**src/rtl/bidir_xcvr.sv**
```systemverilog
module bidir_xcvr #(
  parameter int WIDTH = 18
) (
  input  logic             clk,
  input  logic             rst_n,
  input  logic [WIDTH-1:0] a_in,
  input  logic [WIDTH-1:0] b_in,
  input  logic             ab_le,
  input  logic             ab_clk,
  input  logic             ab_oe,
  input  logic             ba_le,
  input  logic             ba_clk,
  input  logic             ba_oe_n,
  output logic [WIDTH-1:0] b_out,
  output logic [WIDTH-1:0] b_oe,
  output logic [WIDTH-1:0] a_out,
  output logic [WIDTH-1:0] a_oe,
  output logic             conflict
);

  logic [WIDTH-1:0] ab_q, ba_q;
  logic ab_clk_d, ba_clk_d;
  logic ab_cap, ba_cap;

  assign ab_cap = !ab_le && ab_clk && !ab_clk_d;
  assign ba_cap = !ba_le && ba_clk && !ba_clk_d;

  always_ff @(posedge clk) begin
    ab_clk_d <= ab_clk;
    ba_clk_d <= ba_clk;
  end

  always_ff @(posedge clk) begin
    if (!rst_n) ab_q <= '0;
    else if (ab_le || ab_cap) ab_q <= a_in;
  end

  always_ff @(posedge clk) begin
    if (!rst_n) ba_q <= '0;
    else if (ba_le || ba_cap) ba_q <= b_in;
  end

  assign b_out    = ab_le ? a_in : ab_q;
  assign a_out    = ba_le ? b_in : ba_q;
  assign b_oe     = {WIDTH{rst_n & ab_oe}};
  assign a_oe     = {WIDTH{rst_n & ~ba_oe_n}};
  assign conflict = b_oe[0] & a_oe[0];

  AST_AB_HOLD: assert property (@(posedge clk) disable iff (!rst_n)
    (!ab_le && !$rose(ab_clk)) |=> (ab_le || $stable(b_out)));
  AST_AB_CAPTURE: assert property (@(posedge clk) disable iff (!rst_n)
    (!ab_le && $rose(ab_clk)) |=> (ab_le || b_out == $past(a_in)));
  AST_AB_LE_FALL: assert property (@(posedge clk) disable iff (!rst_n)
    ab_le |=> (ab_le || $rose(ab_clk) || b_out == $past(a_in)));
  AST_BA_HOLD: assert property (@(posedge clk) disable iff (!rst_n)
    (!ba_le && !$rose(ba_clk)) |=> (ba_le || $stable(a_out)));
  AST_BA_CAPTURE: assert property (@(posedge clk) disable iff (!rst_n)
    (!ba_le && $rose(ba_clk)) |=> (ba_le || a_out == $past(b_in)));
  AST_B_OE_UNIFORM: assert property (@(posedge clk) disable iff (!rst_n)
    (b_oe == '0 || &b_oe));
  AST_A_OE_UNIFORM: assert property (@(posedge clk) disable iff (!rst_n)
    (a_oe == '0 || &a_oe));
  AST_RESET_OFF: assert property (@(posedge clk)
    !rst_n |-> (b_oe == '0 && a_oe == '0 && !conflict));
  AST_CONFLICT_BOTH: assert property (@(posedge clk) disable iff (!rst_n)
    conflict |-> (&b_oe && &a_oe));
  AST_CONFLICT_ONE: assert property (@(posedge clk) disable iff (!rst_n)
    $onehot0({|b_oe, |a_oe}) |-> !conflict);

endmodule

```
**config.mk**
```make
export PLATFORM = sky130hd
export DESIGN_NAME = bidir_xcvr
export DESIGN_NICKNAME = d
export VERILOG_FILES = /design/src/rtl/bidir_xcvr.sv
export SDC_FILE = /design/constraint.sdc
export NUM_CORES = 1
export LEC_CHECK = 0
export BUFFER_PORTS_ARGS = -buffer_cell sky130_fd_sc_hd__buf_2
export CAP_MARGIN = 20
export CELL_PAD_IN_SITES_DETAIL_PLACEMENT = 0
export CELL_PAD_IN_SITES_GLOBAL_PLACEMENT = 2
export CORE_MARGIN = 5
export CORE_UTILIZATION = 27
export CTS_BUF_LIST = sky130_fd_sc_hd__clkbuf_16
export DETAILED_ROUTE_END_ITERATION = 7
export PLACE_DENSITY = 0.85
export SLEW_MARGIN = 20
export SYNTH_ARGS = -nofsm -noshare
export SYNTH_HDL_FRONTEND = slang
export SYNTH_SLANG_ARGS = --single-unit
```
**constraint.sdc**
```tcl
create_clock -name clk -period 3.6 [get_ports clk]
set_clock_uncertainty 0.1 [all_clocks]
set_input_delay 0.72 -clock clk [delete_from_list [all_inputs] [get_ports clk]]
set_output_delay 0.72 -clock clk [all_outputs]
set_load 0.02 [all_outputs]
```
Word level (Yosys, flattened, before mapping) --
Cells that the tools add are included.
Storage, ports and cells: output and inout port bits 73, word-level logic and storage cells 20, bits of input ports 44, register bits after elaboration 38
Operators by class: muxes and demuxes 2, reduce and logical (&&, ||, !) cells 10, bitwise operators 4
Operators with widths (number):
- $mux 18 | 2
- $logic_and 1x1->1 | 4
- $logic_not 1->1 | 4
- $and 1x1->1 | 3
- $logic_or 1x1->1 | 2
- $not 1->1 | 1

Logic depth before layout (Yosys ltp) --
Gate-level depths: netlist of run 1.
word-level depth 4, mapped depth 5, depth with buffers taken out 3

Least setup slack after synthesis of run 1 --
No wires, ideal clock.
path kind in2out, start point in rst_n, end point out a_oe[10], path buffers 3, arrival time 2.240 ns, cell stages on the path 4, setup slack 0.540 ns, data required time 2.780 ns, cells stage by stage buf_2 -> buf_2 -> nor2b_1 -> buf_4
On the way: cells in the longest elaborated chain, start to end 1
RTL lines:
- start, declared | RTL line 5 | input logic rst_n,
- $and 1x1->1 | RTL line 46 | assign a_oe = {WIDTH{rst_n & ~ba_oe_n}};
- end, declared | RTL line 17 | output logic [WIDTH-1:0] a_oe,
Every way passes these cells.

Worst setup path after layout of run 1 --
start point in ab_le, end point out b_out[9]
On the way: cells in the longest elaborated chain, start to end 1
RTL lines:
- start, declared | RTL line 8 | input logic ab_le,
- $mux 18 | RTL line 43 | assign b_out = ab_le ? a_in : ab_q;
- end, declared | RTL line 14 | output logic [WIDTH-1:0] b_out,
Every way passes these cells.

==> results of run 1 <==
-- cells in the final DEF (no fill, tap or decap), drive strengths merged --
master,instances
bufinv,1
a21oi,2
clkinv,2
nand2,72
inv,2
nor2b,2
dfxtp,38
mux2,36
and2,1
mux2i,36
clkbuf,5
buf,117
-- state kept, by name, indices dropped and copies added (netlist names) --
register and flops:
ab_clk_d 1, ab_q 18, ba_clk_d 1, ba_q 18
-- tightest hold or removal path, delay by kind of cell, from the launching register on --
kind          cells  cell delay, ns
flops             1            0.30
mux               1            0.06
simple gates      1            0.05
-- cells by family (layout without fill, tap and decap cells) --
| family | count (synthesis) | in the layout | synth area share, % |
|---|---|---|---|
| flip-flops | 38 | 38 | 33.80 |
| AND/OR/NAND/NOR | 75 | 75 | 12.84 |
| buffers and inverters | 52 | 127 | 17.90 |
| AO/OA/AOI/OAI | 2 | 2 | 1.445 |
| multiplexers | 72 | 72 | 34.02 |
-- metrics by stage --
step	instance area [µm²]	hold WS (ns)
after floorplan	2251	0.3355
after global placement	2575	0.3417
after detailed placement	2575	0.3511
after CTS	2740	0.3622
after global routing	2740	0.3770
final	2740	0.3586
-- how the worst max path moves through the flow --
stage                     cells after the start  slack, ns   from       end
after global placement                        3       1.08  ba_le  a_out[4]
final                                         3       1.10  ab_le  b_out[9]
after floorplan                               4       0.54  rst_n  a_oe[10]
after global routing                          3       0.88  rst_n   a_oe[2]
after CTS                                     3       1.08  rst_n  a_oe[17]
after detailed placement                      3       1.07  rst_n  a_oe[17]
-- routing by layer --
layer  wire length (µm)  part of all wire, %  track usage [%]  up-vias
met3                435                  9.2            3.581        5
met2               2230                   47            15.39       53
met5                  0                    0                0        -
li1                   -                    -                -      893
met1               2055                   43            11.11      760
met4                 25                 0.53            2.454        0
-- power breakdown --
group	switching (W)	total (W)	internal, W	leakage [nW]
Combinational	0.000162	0.000276	0.000113	0.991
Sequential	0.0000132	0.000464	0.000450	0.315
Clock	0.000164	0.000488	0.000324	0.0836
-- final cells by class --
class | count | area, µm² | area share, %
sequential | 38 | 760.7 | 27.76
clock inverter | 3 | 40.04 | 1.461
inverter | 2 | 7.507 | 0.2740
multi-input combinational | 149 | 1087 | 39.68
tap | 105 | 131.4 | 4.795
timing repair buffer | 117 | 588.1 | 21.46
clock buffer | 5 | 125.1 | 4.566
==> flow_summary_export.csv, run 1 <==
group,metric,value,unit
pwr,power_density,448.0,nW/µm²
pwr,leakagePower,1.390,nW
final_layout,drive_above_1_share,51.91,%
job,maxCapViolations,0,
yosys,synth_cell_types,12,
final_layout,area_growth,21.73,%
worst_setup_path,path_buf_inv,2,
yosys,synth_most_common_cell,"nand2_1",
placement,numPortBuffers,116,
worst_setup_path,crit_fanout,19,
die,dieArea,10260,µm²
die,initial_core_util,27.53,%
placement,post-place-ws,1.075,ns
die,fp.coreArea,8175,µm²
worst_setup_path,worstPathRequired,2.78,ns
worst_setup_path,cp.arrival,1.68,ns
hold_path,hold_class,"flop to flop",
yosys,syn_nets,283,
yosys,yosysWarnings,0,
worst_setup_path,crit_path_end_kind,"output port",
die,rows,33,
placement,hpwlAfterDp,3464,µm
sta,min_period_over_period,69.52,%
pwr,p_total,0.001228,W
yosys,synth.avg_cell_area,9.418,µm²
global_route,grt-ovfl-total,0,
final_layout,n_fill_cell,898,
global_route,grt_pass1_wl,7803,µm
die,fp.dieW,101.3,µm
clock_tree,cts_max_level,2,
detailed_routing,drc,0,
clock_tree,numCtsBuffers,5,
yosys,netlist_top_cells_area,"dfxtp_1 (34%), mux2_2 (18%), mux2i_1 (16%)",
worst_setup_path,slowest_stage,"mux2_2",
yosys,synth_common_cells,"nand2_1 (72), dfxtp_1 (38), buf_4 (36), mux2_2 (36), mux2i_1 (36)",
detailed_routing,antenna_left,0,
sta,final.setup.tns,0,ns
hold_path,hold_start,"ba_q[12]",
sta,slew_violations,0,
clock_tree,cts_tree,"built",
yosys,seq_area_frac_synth,33.80,%
worst_setup_path,start_kind,"input pin",
yosys,yosys.area.top_type,"dfxtp_1",
die,ios,117,
outcome,outcome,"complete, no violations",
clock_tree,cts_setup_buffers,0,
detailed_routing,post_drt_wl_per_cell,11.33,µm
die,die_y,101.3,µm
clock_tree,cts.sinks,38,
placement,place_inst,411,
pwr,peakVddDrop,0.1742,mV
clock_tree,cts_hold_buf,0,
final_layout,finish.utilization,33.52,%
worst_setup_path,crit_chain,"buf_2 -> mux2_2 -> buf_2",
worst_setup_path,crit_top_cell,"buf_2",
yosys,synth_enable_flop_cells,0,
yosys,synth_cells,239,
final_layout,diodes,0,
hold_path,holdPathStages,2,
final_layout,nets,357,
sta,slew_headroom,47.91,%
sta,fin_ws,1.097,ns
yosys,syn-cell-area,2251,µm²
final_layout,finalNonFillerCells,419,
placement,gp_congestion,0.7017,
yosys,ys_ff_latch,38,
clock_tree,root_buffer,"clkbuf_16",
hold_path,worstHoldEndpoint,"ba_q[12]",
sta,fin_crit,2.503,ns
yosys,async_reset_ff_share,0,%
sta,hold_viol_final,0,
detailed_routing,num_vias,1711,
yosys,ys.flop_type,"dfxtp_1",
worst_setup_path,path_class,"input pin to output port",
clock_tree,clock_tree.buffer_depth,2,
global_route,grt_max_degree,73,
worst_setup_path,crit_family,"buffers and inverters",
clock_tree,cts.clk_slew.worst_paths,0.05,ns
detailed_routing,drt_iter0_drc,50,
worst_setup_path,r2r_cells,3,
detailed_routing,wirelength,4747,µm
sta,setup_viol,0,
sta,rsz0062_at_grt,"false",
global_route,grt_usage,9.233,%
clock_tree,clock_latency,0.27,ns
clock_tree,cts-resized-gates,0,
sta,fmax,399.6,MHz
yosys,synth_top_cell_area_share,33.80,%
global_route,antenna_found_initial,0,
worst_setup_path,r2r-end,"ba_q[10]",
worst_setup_path,r2r-start,"ba_clk_d",
worst_setup_path,r2r_slack,2.17,ns
detailed_routing,first_pass_iters,4,
sta,worst_pin_slew,0.7796,ns
global_route,grt_pass1_vias,1681,
detailed_routing,viasPerCell,4.084,
worst_setup_path,cp_slowest_stage_delay,0.40,ns
No activity file was read; power rests on OpenSTA's default activity.
==> inputs of run 2 (changes only) <==
- ABC_AREA: unset -> 1
- CORE_UTILIZATION: 27 -> 22
- PLACE_DENSITY: 0.85 -> 0.79
- clock period: 3.6 -> 2.33 ns (I/O delays scaled with it)
==> run 2 against run 1 <==
Effect of this change:
- synthesized area rose by 1.8%
- non-clock buffer count rose by 3
- synthesized cell count rose by 49%
- sequential cell count did not move
- setup slack got worse by 0.71 ns
==> flow_summary_export.csv, run 2 <==
group,metric,value,unit
outcome,outcome,"complete, no violations",
yosys,synth_top_cell_area_share,33.19,%
clock_tree,cts_setup_buffers,0,
yosys,synth_cell_types,14,
placement,post-place-ws,0.3462,ns
detailed_routing,antenna_left,0,
die,initial_core_util,22.40,%
die,fp.dieW,112.1,µm
die,fp.coreArea,10230,µm²
die,dieArea,12560,µm²
detailed_routing,drt_iter0_drc,99,
die,die_y,112.1,µm
worst_setup_path,worstPathRequired,1.76,ns
final_layout,fin_area,2829,µm²
yosys,seq_area_frac_synth,33.19,%
sta,slew_violations,0,
placement,numPortBuffers,116,
yosys,syn-cell-area,2292,µm²
sta,setup_viol,0,
global_route,grt_max_degree,39,
sta,worst_pin_slew,0.5834,ns
clock_tree,numCtsBuffers,5,
final_layout,finish.utilization,27.65,%
placement,hpwlAfterDp,4555,µm
sta,hold_viol_final,0,
worst_setup_path,crit_fanout,18,
yosys,netlist_top_cells_area,"dfxtp_1 (33%), buf_4 (12%), nand2_1 (12%)",
final_layout,final_common_cell,"buf_2",
sta,fmax,515.7,MHz
global_route,antenna_found_initial,0,
pwr,power_density,644.4,nW/µm²
yosys,yosysWarnings,0,
yosys,async_reset_ff_share,0,%
clock_tree,clock_tree.buffer_depth,2,
clock_tree,root_buffer,"clkbuf_16",
global_route,grt_pass1_wl,10300,µm
placement,placed_cell_area,2691,µm²
yosys,ys.flop_type,"dfxtp_1",
pwr,leakagePower,1.541,nW
worst_setup_path,cp.arrival,1.37,ns
final_layout,area_growth,23.42,%
final_layout,diodes,0,
sta,rsz0062_at_grt,"false",
die,rows,37,
worst_setup_path,r2r_slack,1.16,ns
sta,fin_ws,0.3907,ns
worst_setup_path,path_class,"input pin to output port",
yosys,syn_nets,401,
yosys,synth.avg_cell_area,6.421,µm²
clock_tree,cts_max_level,2,
worst_setup_path,start_kind,"input pin",
detailed_routing,post_drt_wl_per_cell,10.54,µm
sta,final.setup.tns,0,ns
yosys,synth_cells,357,
global_route,grt_usage,9.829,%
detailed_routing,wirelength,5985,µm
detailed_routing,viasPerCell,3.842,
clock_tree,cts_hold_buf,0,
detailed_routing,first_pass_iters,5,
sta,slew_headroom,61.11,%
clock_tree,cts-resized-gates,0,
final_layout,drive_above_1_share,32.87,%
sta,fin_crit,1.939,ns
clock_tree,cts_tree,"built",
yosys,ys_ff_latch,38,
clock_tree,clock_latency,0.27,ns
final_layout,nets,475,
yosys,yosys.area.top_type,"dfxtp_1",
pwr,p_total,0.001823,W
final_layout,layout_common_cells,"buf_2 (116), nand2_1 (74), nor2_1 (73)",
global_route,grt_pass1_vias,2186,
global_route,grt-ovfl-total,0,
pwr,peakVddDrop,0.2503,mV
clock_tree,cts.sinks,38,
detailed_routing,drc,0,
final_layout,reg_top3,"ab_q: 18 flops, ba_q: 18 flops",
clock_tree,cts.clk_slew.worst_paths,0.06,ns
detailed_routing,num_vias,2182,
yosys,synth_enable_flop_cells,0,
job,maxCapViolations,0,
worst_setup_path,crit_path_end_kind,"output port",
die,ios,117,
placement,gp_congestion,0.6805,
hold_path,hold_class,"input pin to flop",
sta,min_period_over_period,83.23,%
yosys,synth_common_cells,"nand2_1 (74), nor2_1 (74), inv_1 (40)",
## run 2: path summary, 6_finish.rpt
| check | start | end | cells after the start |
|---|---|---|---|
| setup / recovery | rst_n | a_oe[11] | 4 |
| hold / removal | ba_clk | ba_clk_d | 1 |
| setup reg to reg | ab_clk_d | ab_q[16] | 4 |
| hold reg to reg | ba_q[15] | ba_q[15] | 2 |
## run 2: cell families (layout without fill, tap and decap cells)
logic type,Yosys count,in the layout,share of synthesized area (%)
simple gates,186,186,34.44
buf+inv,96,171,23.80
compound gates,37,37,8.570
flops,38,38,33.19
## run 2: per-layer routing
metal  up-vias  track usage, %  part of all wire (%)
met5         -               0                     0
met4         0           3.365                   1.2
met3         7           2.911                   6.0
met2        60           16.59                    48
met1       919           11.96                    45
li1       1196               -                     -
## run 2: where the power goes
group / internal [W] / switching (W) / leakage (nW) / total, W
combinational: 0.000158 / 0.000312 / 1.15 / 0.000469
sequential: 0.000700 / 0.0000115 / 0.317 / 0.000712
clock: 0.000387 / 0.000256 / 0.0724 / 0.000642
## run 2: area by class of cell
cell class | count | area, µm²
tap | 136 | 170.2
clock inverter | 3 | 12.51
fill | 1167 | 7402
inverter | 43 | 161.4
sequential | 38 | 760.7
multi-input combinational | 223 | 988.4
clock buffer | 5 | 125.1
timing repair buffer | 120 | 610.6
## run 2: metrics by stage
step | std cells | hold WS, ns
after CTS | 568 | 0.2069
after detailed placement | 560 | 0.3823
after global routing | 568 | 0.2008
final | 568 | 0.2179
after global placement | 560 | 0.3645
after floorplan | 357 | 0.3547
## run 2: critical path: stages
cell and delay (ns):
buf_2 0.23, inv_1 0.08, nor2_2 0.34, buf_2 0.25
==> inputs of run 3 (changes only) <==
- CORE_UTILIZATION: 22 -> 20
- PLACE_DENSITY: 0.79 -> 0.76
- clock period: 2.33 -> 1.7 ns (I/O delays scaled with it)
==> run 3 against run 2 <==
Effect of this change:
- via count about the same
- power increased by 38%
- register-to-register slack got worse by 0.61 ns
- non-clock buffer count increased by 3
- combinational power increased by 42%
- critical path type unchanged
- largest cell class unchanged
- sequential cell count unchanged
- first-iteration DRC count decreased by 19%
- cell area increased by 2.7%
- utilization decreased by 2.0 points
- critical path depth unchanged
==> flow_summary_export.csv, run 3 (synthesis gave the netlist of run 2 again) <==
group,metric,value,unit
outcome,outcome,"complete, no violations",
die,dieArea,13700,µm²
placement,place_inst,570,
worst_setup_path,crit_chain,"buf_2 -> buf_12 -> o21ai_0 -> buf_2",
final_layout,diodes,0,
job,maxCapViolations,0,
global_route,grt_pass1_vias,1967,
final_layout,layout_common_cells,"buf_2 (116), nand2_1 (74), nor2_1 (73)",
pwr,peakVddDrop,0.3335,mV
clock_tree,cts_setup_buffers,0,
sta,fin_crit,1.510,ns
final_layout,reg_top3,"ab_q: 18 flops, ba_q: 18 flops",
detailed_routing,first_pass_iters,5,
sta,hold_viol_final,0,
clock_tree,cts.sinks,38,
die,rows,39,
worst_setup_path,crit_family,"buffers and inverters",
sta,slew_headroom,72.10,%
final_layout,nets,478,
pwr,p_sw,0.0008013,W
worst_setup_path,slowest_stage,"o21ai_0",
hold_path,hold_class,"input pin to flop",
detailed_routing,post_drt_wl_per_cell,10.70,µm
pwr,p_comb_share,26.4,%
final_layout,multi_input_area,993.5,µm²
placement,gp_congestion,0.6848,
worst_setup_path,crit_top_cell,"buf_2",
clock_tree,cts_max_level,2,
worst_setup_path,r2r_slack,0.55,ns
worst_setup_path,crit_fanout,38,
worst_setup_path,start_kind,"input pin",
sta,whs,0.09193,ns
worst_setup_path,path_buf_inv,3,
pwr,p_total,0.002523,W
detailed_routing,antenna_left,0,
final_layout,n_fill_cell,1293,
placement,hpwlAfterDp,4641,µm
worst_setup_path,cp_slowest_stage_delay,0.23,ns
sta,slew_violations,0,
sta,worst_pin_slew,0.4185,ns
die,fp.coreArea,11320,µm²
final_layout,drive_above_1_share,33.56,%
worst_setup_path,worstPathRequired,1.26,ns
sta,fmax,662.5,MHz
clock_tree,clock_tree.buffer_depth,2,
detailed_routing,wl_met3,419,µm
die,die_y,117.1,µm
detailed_routing,drc,0,
global_route,antenna_found_initial,0,
detailed_routing,wirelength,6182,µm
detailed_routing,top_layer,"met4",
detailed_routing,viasPerCell,3.772,
pwr,leakagePower,1.569,nW
pwr,seqPwrFrac,38.6,%
pwr,p_int,0.001722,W
worst_setup_path,crit_path_end_kind,"output port",
die,ios,117,
detailed_routing,wl_met2,2835,µm
global_route,grt_max_degree,39,
pwr,switching_share,31.76,%
clock_tree,cts_tree,"built",
clock_tree,numCtsBuffers,5,
sta,setup_viol,0,
global_route,grt-ovfl-total,0,
placement,numPortBuffers,116,
detailed_routing,drt_iter0_drc,80,
clock_tree,clock_latency,0.27,ns
sta,rsz0062_at_grt,"false",
global_route,grt_pass1_wl,9770,µm
final_layout,finalNonFillerCells,578,
pwr,clkPwrFrac,35.0,%
clock_tree,cts-resized-gates,0,
worst_setup_path,path_class,"input pin to output port",
worst_setup_path,cp.arrival,1.07,ns
die,initial_core_util,20.25,%
final_layout,area_growth,26.75,%
clock_tree,root_buffer,"clkbuf_16",
die,fp.dieW,117.1,µm
global_route,grt_usage,8.895,%
sta,min_period_over_period,88.80,%
final_layout,ff_latch_area,760.7,µm²
detailed_routing,met1_length,2907,µm
pwr,power_density,868.5,nW/µm²
clock_tree,cts_hold_buf,0,
clock_tree,cts.clk_slew.worst_paths,0.06,ns
final_layout,finish.utilization,25.66,%
final_layout,final_common_cell,"buf_2",
detailed_routing,num_vias,2180,
==> run 3: changes by cell type in the layout (fill, tap and decap cells not counted), sizes merged <==
cell  change
buf       +3
==> run 3: layout make-up <==
| cell class | count | area share, % |
|---|---|---|
| clock buffers | 5 | 4.307 |
| clock inverters | 3 | 0.4307 |
| inverters | 43 | 5.642 |
| multi-input cells | 223 | 34.19 |
| flip-flops and latches | 38 | 26.18 |
| well taps | 143 | 6.158 |
| repair buffers | 123 | 23.08 |
==> run 3: final timing paths <==
path / from / endpoint / cells after the start
min: ba_clk / ba_clk_d / 1
max: ab_le / b_out[0] / 4
min reg2reg: ba_q[15] / ba_q[15] / 2
max reg2reg: ba_clk_d / ba_q[6] / 6
==> run 3: worst register-to-register path, stage by stage (launching register included) <==
cell and delay [ns]:
dfxtp_1 0.30, inv_1 0.04, nand2_2 0.11, nand2_2 0.09
inv_2 0.27, nor2_1 0.09, nor2_1 0.08
==> run 3: power by group through the flow <==
stage          clock [W]  sequential [W]  combinational, W
3_3_place_gp           0        0.000993          0.000676
6_report        0.000883        0.000975          0.000666
5_1_grt         0.000975        0.000980          0.000752
3_5_place_dp           0        0.000995          0.000680
4_1_cts         0.000935        0.000975          0.000682
2_1_floorplan          0        0.000991          0.000524
==> run 3: per-layer routing <==
| layer | GRT usage (%) | up-vias |
|---|---|---|
| li1 | - | 1207 |
| met1 | 12.23 | 914 |
| met2 | 13.73 | 57 |
| met3 | 2.828 | 2 |
| met4 | 1.835 | 0 |
| met5 | 0 | - |
==> run 3: per-stage QoR <==
step / instance area (µm²) / setup slack [ns] / setup TNS, ns
global placement: 2768 / 0.1685 / 0
CTS: 2905 / 0.1722 / 0
finish: 2905 / 0.1905 / 0
global route: 2905 / 0.1047 / 0
floorplan: 2382 / -0.02788 / -0.4740
detailed placement: 2768 / 0.1676 / 0
